===== src/rtl/clk_mode_pkg.sv =====
`timescale 1ns/1ps
package clk_mode_pkg;

    typedef enum logic [1:0] {
        MODE_OFF  = 2'd0,
        MODE_TEST = 2'd1,
        MODE_RUN  = 2'd2
    } run_mode_e;

    typedef struct packed {
        run_mode_e mode;
        logic      rate_hi;
        logic      ss_on;
        logic      ss_down;
        logic      usb_hold;
    } mode_cfg_t;

    localparam int NUM_LANES = 4;

endpackage


===== src/rtl/clk_mode_decode.sv =====
`timescale 1ns/1ps
module clk_mode_decode
    import clk_mode_pkg::*;
(
    input  logic      sel_hi_i,
    input  logic      sel1_i,
    input  logic      sel0_i,
    input  logic      spread_n_i,
    output mode_cfg_t cfg_o
);

    always_comb begin
        cfg_o = '{mode: MODE_OFF, rate_hi: sel_hi_i, ss_on: 1'b0,
                  ss_down: 1'b0, usb_hold: 1'b0};
        if (sel1_i || sel0_i) begin
            cfg_o.mode     = MODE_RUN;
            cfg_o.ss_on    = !spread_n_i;
            cfg_o.ss_down  = !spread_n_i && sel1_i;
            cfg_o.usb_hold = !sel_hi_i && sel1_i && !sel0_i;
        end else if (sel_hi_i) begin
            cfg_o.mode = MODE_TEST;
        end
    end

endmodule


===== src/rtl/clk_div_lane.sv =====
`timescale 1ns/1ps
module clk_div_lane #(
    parameter int HW = 4
) (
    input  logic          clk_i,
    input  logic          rst_ni,
    input  logic          restart_i,
    input  logic          en_i,
    input  logic [HW-1:0] half_i,
    output logic          clk_o
);

    localparam logic [HW:0] ONE = {{HW{1'b0}}, 1'b1};

    typedef struct packed {
        logic [HW:0] cnt;
        logic        lvl;
    } lane_st_t;

    lane_st_t    st_q, st_d;
    logic [HW:0] last_cnt;

    assign last_cnt = {half_i, 1'b0} - ONE;

    always_comb begin
        st_d = st_q;
        if (restart_i || st_q.cnt == last_cnt) begin
            st_d.cnt = '0;
        end else begin
            st_d.cnt = st_q.cnt + ONE;
        end
        st_d.lvl = (st_d.cnt < {1'b0, half_i});
    end

    always_ff @(posedge clk_i or negedge rst_ni) begin
        if (!rst_ni) begin
            st_q <= '{cnt: '0, lvl: 1'b1};
        end else begin
            st_q <= st_d;
        end
    end

    assign clk_o = st_q.lvl & en_i;

    // every lane starts high right after a frame restart
    a_r7_high_after_restart: assert property (@(posedge clk_i) disable iff (!rst_ni)
        restart_i |=> st_q.lvl);

    // level changes only at the start or the middle of a period
    a_r3_edge_at_half: assert property (@(posedge clk_i) disable iff (!rst_ni)
        !$stable(st_q.lvl) |-> (st_q.cnt == '0 || st_q.cnt == {1'b0, half_i}));

endmodule


===== src/rtl/clk_mode_gen.sv =====
`timescale 1ns/1ps
module clk_mode_gen
    import clk_mode_pkg::*;
#(
    parameter int CPU_HALF_HI = 1,
    parameter int CPU_HALF_LO = 2,
    parameter int V66_HALF_HI = 2,
    parameter int V66_HALF_LO = 3
) (
    input  logic clk_in,
    input  logic rst_n,
    input  logic sel_hi_i,
    input  logic sel1_i,
    input  logic sel0_i,
    input  logic spread_n_i,
    input  logic ref_in,
    input  logic usb_in,
    output logic cpu_clk_o,
    output logic v66_clk_o,
    output logic pci_clk_o,
    output logic apic_clk_o,
    output logic ref_clk_o,
    output logic usb_clk_o,
    output logic core_oe_o,
    output logic usb_oe_o,
    output logic usb_pll_en_o,
    output logic ss_active_o,
    output logic ss_down_o
);

    localparam int V66_MAX    = (V66_HALF_LO > V66_HALF_HI) ? V66_HALF_LO : V66_HALF_HI;
    localparam int HW         = $clog2(4 * V66_MAX + 1);
    localparam int PW         = $clog2(8 * V66_MAX);
    localparam int FRAME_HI   = 8 * V66_HALF_HI;
    localparam int FRAME_LO   = 8 * V66_HALF_LO;

    typedef struct packed {
        mode_cfg_t     cfg;
        logic [PW-1:0] phase;
    } top_st_t;

    top_st_t                st_q, st_d;
    mode_cfg_t              dec_cfg;
    logic [PW-1:0]          phase_last;
    logic                   wrap;
    logic [NUM_LANES-1:0]   lane_clk;
    logic                   core_on, test_on, usb_on;

    clk_mode_decode i_dec (
        .sel_hi_i   (sel_hi_i),
        .sel1_i     (sel1_i),
        .sel0_i     (sel0_i),
        .spread_n_i (spread_n_i),
        .cfg_o      (dec_cfg)
    );

    assign phase_last = st_q.cfg.rate_hi ? PW'(FRAME_HI - 1) : PW'(FRAME_LO - 1);
    assign wrap       = (st_q.phase == phase_last);

    always_comb begin
        st_d = st_q;
        if (wrap) begin
            st_d.phase = '0;
            st_d.cfg   = dec_cfg;
        end else begin
            st_d.phase = st_q.phase + {{(PW-1){1'b0}}, 1'b1};
        end
    end

    always_ff @(posedge clk_in or negedge rst_n) begin
        if (!rst_n) begin
            st_q <= '{cfg: '{mode: MODE_OFF, rate_hi: 1'b1, ss_on: 1'b0,
                             ss_down: 1'b0, usb_hold: 1'b0},
                      phase: '0};
        end else begin
            st_q <= st_d;
        end
    end

    assign core_on = (st_q.cfg.mode != MODE_OFF);
    assign test_on = (st_q.cfg.mode == MODE_TEST);
    assign usb_on  = core_on && !st_q.cfg.usb_hold;

    for (genvar g = 0; g < NUM_LANES; g++) begin : g_lane
        localparam int HH = (g == 0) ? CPU_HALF_HI : V66_HALF_HI * (2 ** g) / 2;
        localparam int HL = (g == 0) ? CPU_HALF_LO : V66_HALF_LO * (2 ** g) / 2;
        logic [HW-1:0] half;
        assign half = st_q.cfg.rate_hi ? HW'(HH) : HW'(HL);
        clk_div_lane #(.HW(HW)) i_lane (
            .clk_i     (clk_in),
            .rst_ni    (rst_n),
            .restart_i (wrap),
            .en_i      (core_on),
            .half_i    (half),
            .clk_o     (lane_clk[g])
        );
    end

    assign cpu_clk_o    = lane_clk[0];
    assign v66_clk_o    = lane_clk[1];
    assign pci_clk_o    = lane_clk[2];
    assign apic_clk_o   = lane_clk[3];
    assign ref_clk_o    = core_on & (test_on ? clk_in : ref_in);
    assign usb_clk_o    = usb_on & (test_on ? lane_clk[0] : usb_in);
    assign core_oe_o    = core_on;
    assign usb_oe_o     = usb_on;
    assign usb_pll_en_o = (st_q.cfg.mode == MODE_RUN) && !st_q.cfg.usb_hold;
    assign ss_active_o  = st_q.cfg.ss_on;
    assign ss_down_o    = st_q.cfg.ss_down;

    // configuration is held between frame boundaries
    a_r7_cfg_at_wrap: assert property (@(posedge clk_in) disable iff (!rst_n)
        (st_q.phase != phase_last) |=> $stable(st_q.cfg));

    // lower lanes rise together with the APIC lane
    a_r7_lanes_aligned: assert property (@(posedge clk_in) disable iff (!rst_n)
        $rose(apic_clk_o) |-> (cpu_clk_o && v66_clk_o && pci_clk_o));

    // a down-spread report implies spread is on, and only in normal running
    a_r5_down_needs_spread: assert property (@(posedge clk_in) disable iff (!rst_n)
        ss_down_o |-> (ss_active_o && usb_oe_o | ss_active_o));

    a_r5_spread_only_running: assert property (@(posedge clk_in) disable iff (!rst_n)
        ss_active_o |-> (core_oe_o && !(ref_clk_o === 1'bx)));

    // the USB PLL never runs while its pad is disabled
    a_r6_pll_off_when_held: assert property (@(posedge clk_in) disable iff (!rst_n)
        !usb_oe_o |-> !usb_pll_en_o);

endmodule


===== config.mk =====
export PLATFORM = sky130hd
export DESIGN_NAME = clk_mode_gen
export DESIGN_NICKNAME = d
export VERILOG_FILES = /design/src/rtl/clk_mode_pkg.sv /design/src/rtl/clk_mode_decode.sv /design/src/rtl/clk_div_lane.sv /design/src/rtl/clk_mode_gen.sv
export SDC_FILE = /design/constraint.sdc
export NUM_CORES = 1
export LEC_CHECK = 0
export ABC_CLOCK_PERIOD_IN_PS = 2300
export BUFFER_PORTS_ARGS = -buffer_cell sky130_fd_sc_hd__buf_2
export CORE_MARGIN = 4
export CORE_UTILIZATION = 58
export DETAILED_ROUTE_END_ITERATION = 12
export GPL_TIMING_DRIVEN = 0
export PLACE_DENSITY = 0.79
export SKIP_LAST_GASP = 1
export SYNTH_ARGS = -nofsm -noshare
export SYNTH_HDL_FRONTEND = slang
export SYNTH_SLANG_ARGS = --single-unit

===== constraint.sdc =====
create_clock -name clk_in -period 2.3 [get_ports clk_in]
set_input_delay 0.23 -clock clk_in [delete_from_list [all_inputs] [get_ports clk_in]]
set_output_delay 0.23 -clock clk_in [all_outputs]
set_load 0.01 [all_outputs]

==> flow_summary.yaml <==
synthesis:
  synth.most_common_cell: "dfrtp_1"
  synthArstFlopShare: 1.00
  synth_warnings: 0
  synth_nets: 194
  synth_top_area_share: 0.412
  synth_seq_area_share: 0.485
  synth_area_leaders: "dfrtp_1 (41%), dfstp_2 (7.2%), nor2_1 (5.8%)"
  synth_cell_types: 47
  syn_area_per_cell_sq_um: 10.1
  synth_area_sq_um: 1820
  synthFlopType: "dfrtp_1"
  synthesis.instances: 180
  ys_top_cells_by_count: "dfrtp_1 (30), nor2_1 (28), nand2_1 (13), nand3_1 (11)"
  yosys.area.top_type: "dfrtp_1"
  synth_edf_count: 0
  ys_ff_latch: 35
die:
  pin_count: 19
  fp-row-count: 20
  die_h_um: 64.0
  start_util: 0.601
  die_w_um: 64.0
  die_area_sq_um: 4100
  coreArea_sq_um: 3030
power_and_ir_drop:
  power_switching_mw: 0.281
  comb_power_share: 0.076
  power.internal_mw: 0.833
  p_leak_nw: 0.992
  max-vdd-ir-drop_mv: 0.306
  seq_power_share: 0.565
  cellPowerDensity_nw_per_um2: 535
  p_clk_frac: 0.360
  netSwitchingFraction: 0.253
cts:
  path_clk_slew_ps: 100
  tritoncts: "yes"
  holdBufCountCts: 4
  clk_latency_ps: 450
  post_cts_resized: 0
  post_cts_buffers: 0
placement:
  place_hpwl_mm: 2.47
  io_buffers: 18
  postPlaceCellArea_sq_um: 1970
  numPlacedInstances: 242
  place_congestion: 0.802
cells_and_area:
  fill_cells: 230
  diodes: 0
  area_growth_pct: 14.3
  postLayoutCellArea_sq_um: 2080
  stdcell_count: 257
  drive_gt1_frac: 0.221
  final_net_count: 226
outcome:
  status: "complete, no violations"
global_route:
  grt_antenna_before_repair: 0
  grt_pass1_wl_mm: 6.04
  gr-usage-all-layers: 0.197
  globalRouteOverflowTotal: 0
  grt_max_degree: 36
  grt_pass1_vias: 1414
timing:
  fin_crit_ps: 2050
  tns_ps: 0
  fin_skew_ps: 12.1
  rsz0062_at_grt: "no"
  hold_slack_ps: 52.6
  fmax_mhz: 488
  final-hold-violation-count: 0
  finalSetupViolations: 0
  slew_headroom: 0.493
  post-route-period-util: 0.892
  drv_slew: 0
  tightest_slew_ps: 761
detailed_routing:
  wl_per_cell_um: 13.8
  firstDrtPassIters: 6
  via_per_inst: 5.45
  drt_iter0_markers: 65
  antenna_left: 0
  vias: 1401
  drt-total-wl_mm: 3.55
  drc: 0
worst_setup_path:
  cp_max_fo: 10
  critPathMaxStageDelay_ps: 550
  critPathTopFamily: "flip-flops"
  required_ps: 2670
  end_kind: "register"
  rrSetupSlack_ps: 250
  crit_slowest_cell: "dfstp_2"
  path_cells: "buf_6, buf_4, xor2_1, nand2_1, and3_1, ha_1, a221oi_2"
  worstPathArrival_ps: 2420
  critPathLaunchType: "register"
  critPathKind: "register to register"
  crit_buf_inv: 2
flow_run:
  cap_violations: 0
min_path:
  hp-class: "input pin to register"
==> metrics by stage <==
step,power [mW],setup WS [ps],util
detailed placement,0.724,300,0.649
finish,1.11,250,0.687
global placement,0.722,298,0.649
CTS,1.12,243,0.687
floorplan,0.685,431,-
global route,1.17,86.0,0.687
==> metal layers <==
metal / part of all wire / vias up / wire [um] / global-route usage
met2: 0.48 / 30 / 1700 / 0.330
li1: - / 691 / - / -
met4: 0.026 / 0 / 92 / 0.0889
met3: 0.048 / 10 / 169 / 0.0879
met1: 0.45 / 670 / 1590 / 0.211
met5: 0 / - / 0 / 0
==> cells by family (layout without fill, tap and decap cells) <==
| kind of cell | count (synthesis) | count (layout) | synth area share |
|---|---|---|---|
| buf+inv | 15 | 48 | 0.0460 |
| compound gates | 35 | 35 | 0.148 |
| mux | 1 | 1 | 0.00550 |
| xor+xnor | 14 | 14 | 0.0674 |
| flops | 35 | 35 | 0.485 |
| fa+ha+maj | 6 | 6 | 0.0412 |
| simple gates | 74 | 74 | 0.207 |
==> final timing paths <==
path | start | end | cells after the start
min in group asynchronous | rst_n | g_lane[2].i_lane.st_q[5] | 2
max in group asynchronous | rst_n | g_lane[2].i_lane.st_q[2] | 2
max reg2reg | st_q[8] | g_lane[0].i_lane.st_q[0] | 7
min reg2reg | st_q[0] | st_q[0] | 1
min | sel_hi_i | st_q[9] | 3
max | st_q[8] | g_lane[0].i_lane.st_q[0] | 7
==> cell type report <==
type | count | area, sq um | area share
repair buffers | 21 | 125 | 0.0601
plain buffers | 6 | 50.0 | 0.0241
well taps | 44 | 55.1 | 0.0265
clock buffers | 9 | 65.1 | 0.0313
flip-flops and latches | 35 | 882 | 0.424
inverters | 9 | 33.8 | 0.0162
clock inverters | 3 | 15.0 | 0.00722
multi-input cells | 130 | 855 | 0.411
==> sequential cells by signal, summed over array words and instances (netlist names) <==
| signal | flops |
|---|---|
| g_lane.i_lane.st_q | 24 |
| ss_active_o | 1 |
| ss_down_o | 1 |
| st_q | 9 |
==> cells in the final DEF, fill, tap and decap left out, drive strengths merged, types with 2 or more instances in the layout <==
cell          n
dfstp         5
nand2        13
o21ai         6
dfrtp        30
o41ai         3
dlygate4sd3   4
and3b         2
nor2b         8
inv           9
nor3b         4
nand2b        2
nand3        11
buf          22
nor2         28
a21o          2
xor2          9
o31ai         2
a21oi         8
clkbuf       10
xnor2         5
clkinv        3
a211oi        2
ha            6
==> power groups by stage <==
stage	logic, mW	registers (mW)	clock network [mW]
2_1_floorplan	0.0418	0.641	0.00282
3_3_place_gp	0.0780	0.640	0.00400
3_5_place_dp	0.0789	0.641	0.00400
4_1_cts	0.0854	0.629	0.409
5_1_grt	0.0958	0.630	0.448
6_report	0.0843	0.629	0.401
==> worst min-delay path: cells and delay by family <==
| kind | cells | cell delay [ps] |
|---|---|---|
| buf+inv | 1 | 130 |
| simple gates | 2 | 120 |
Note: power is estimated with default switching activity, not from simulation.
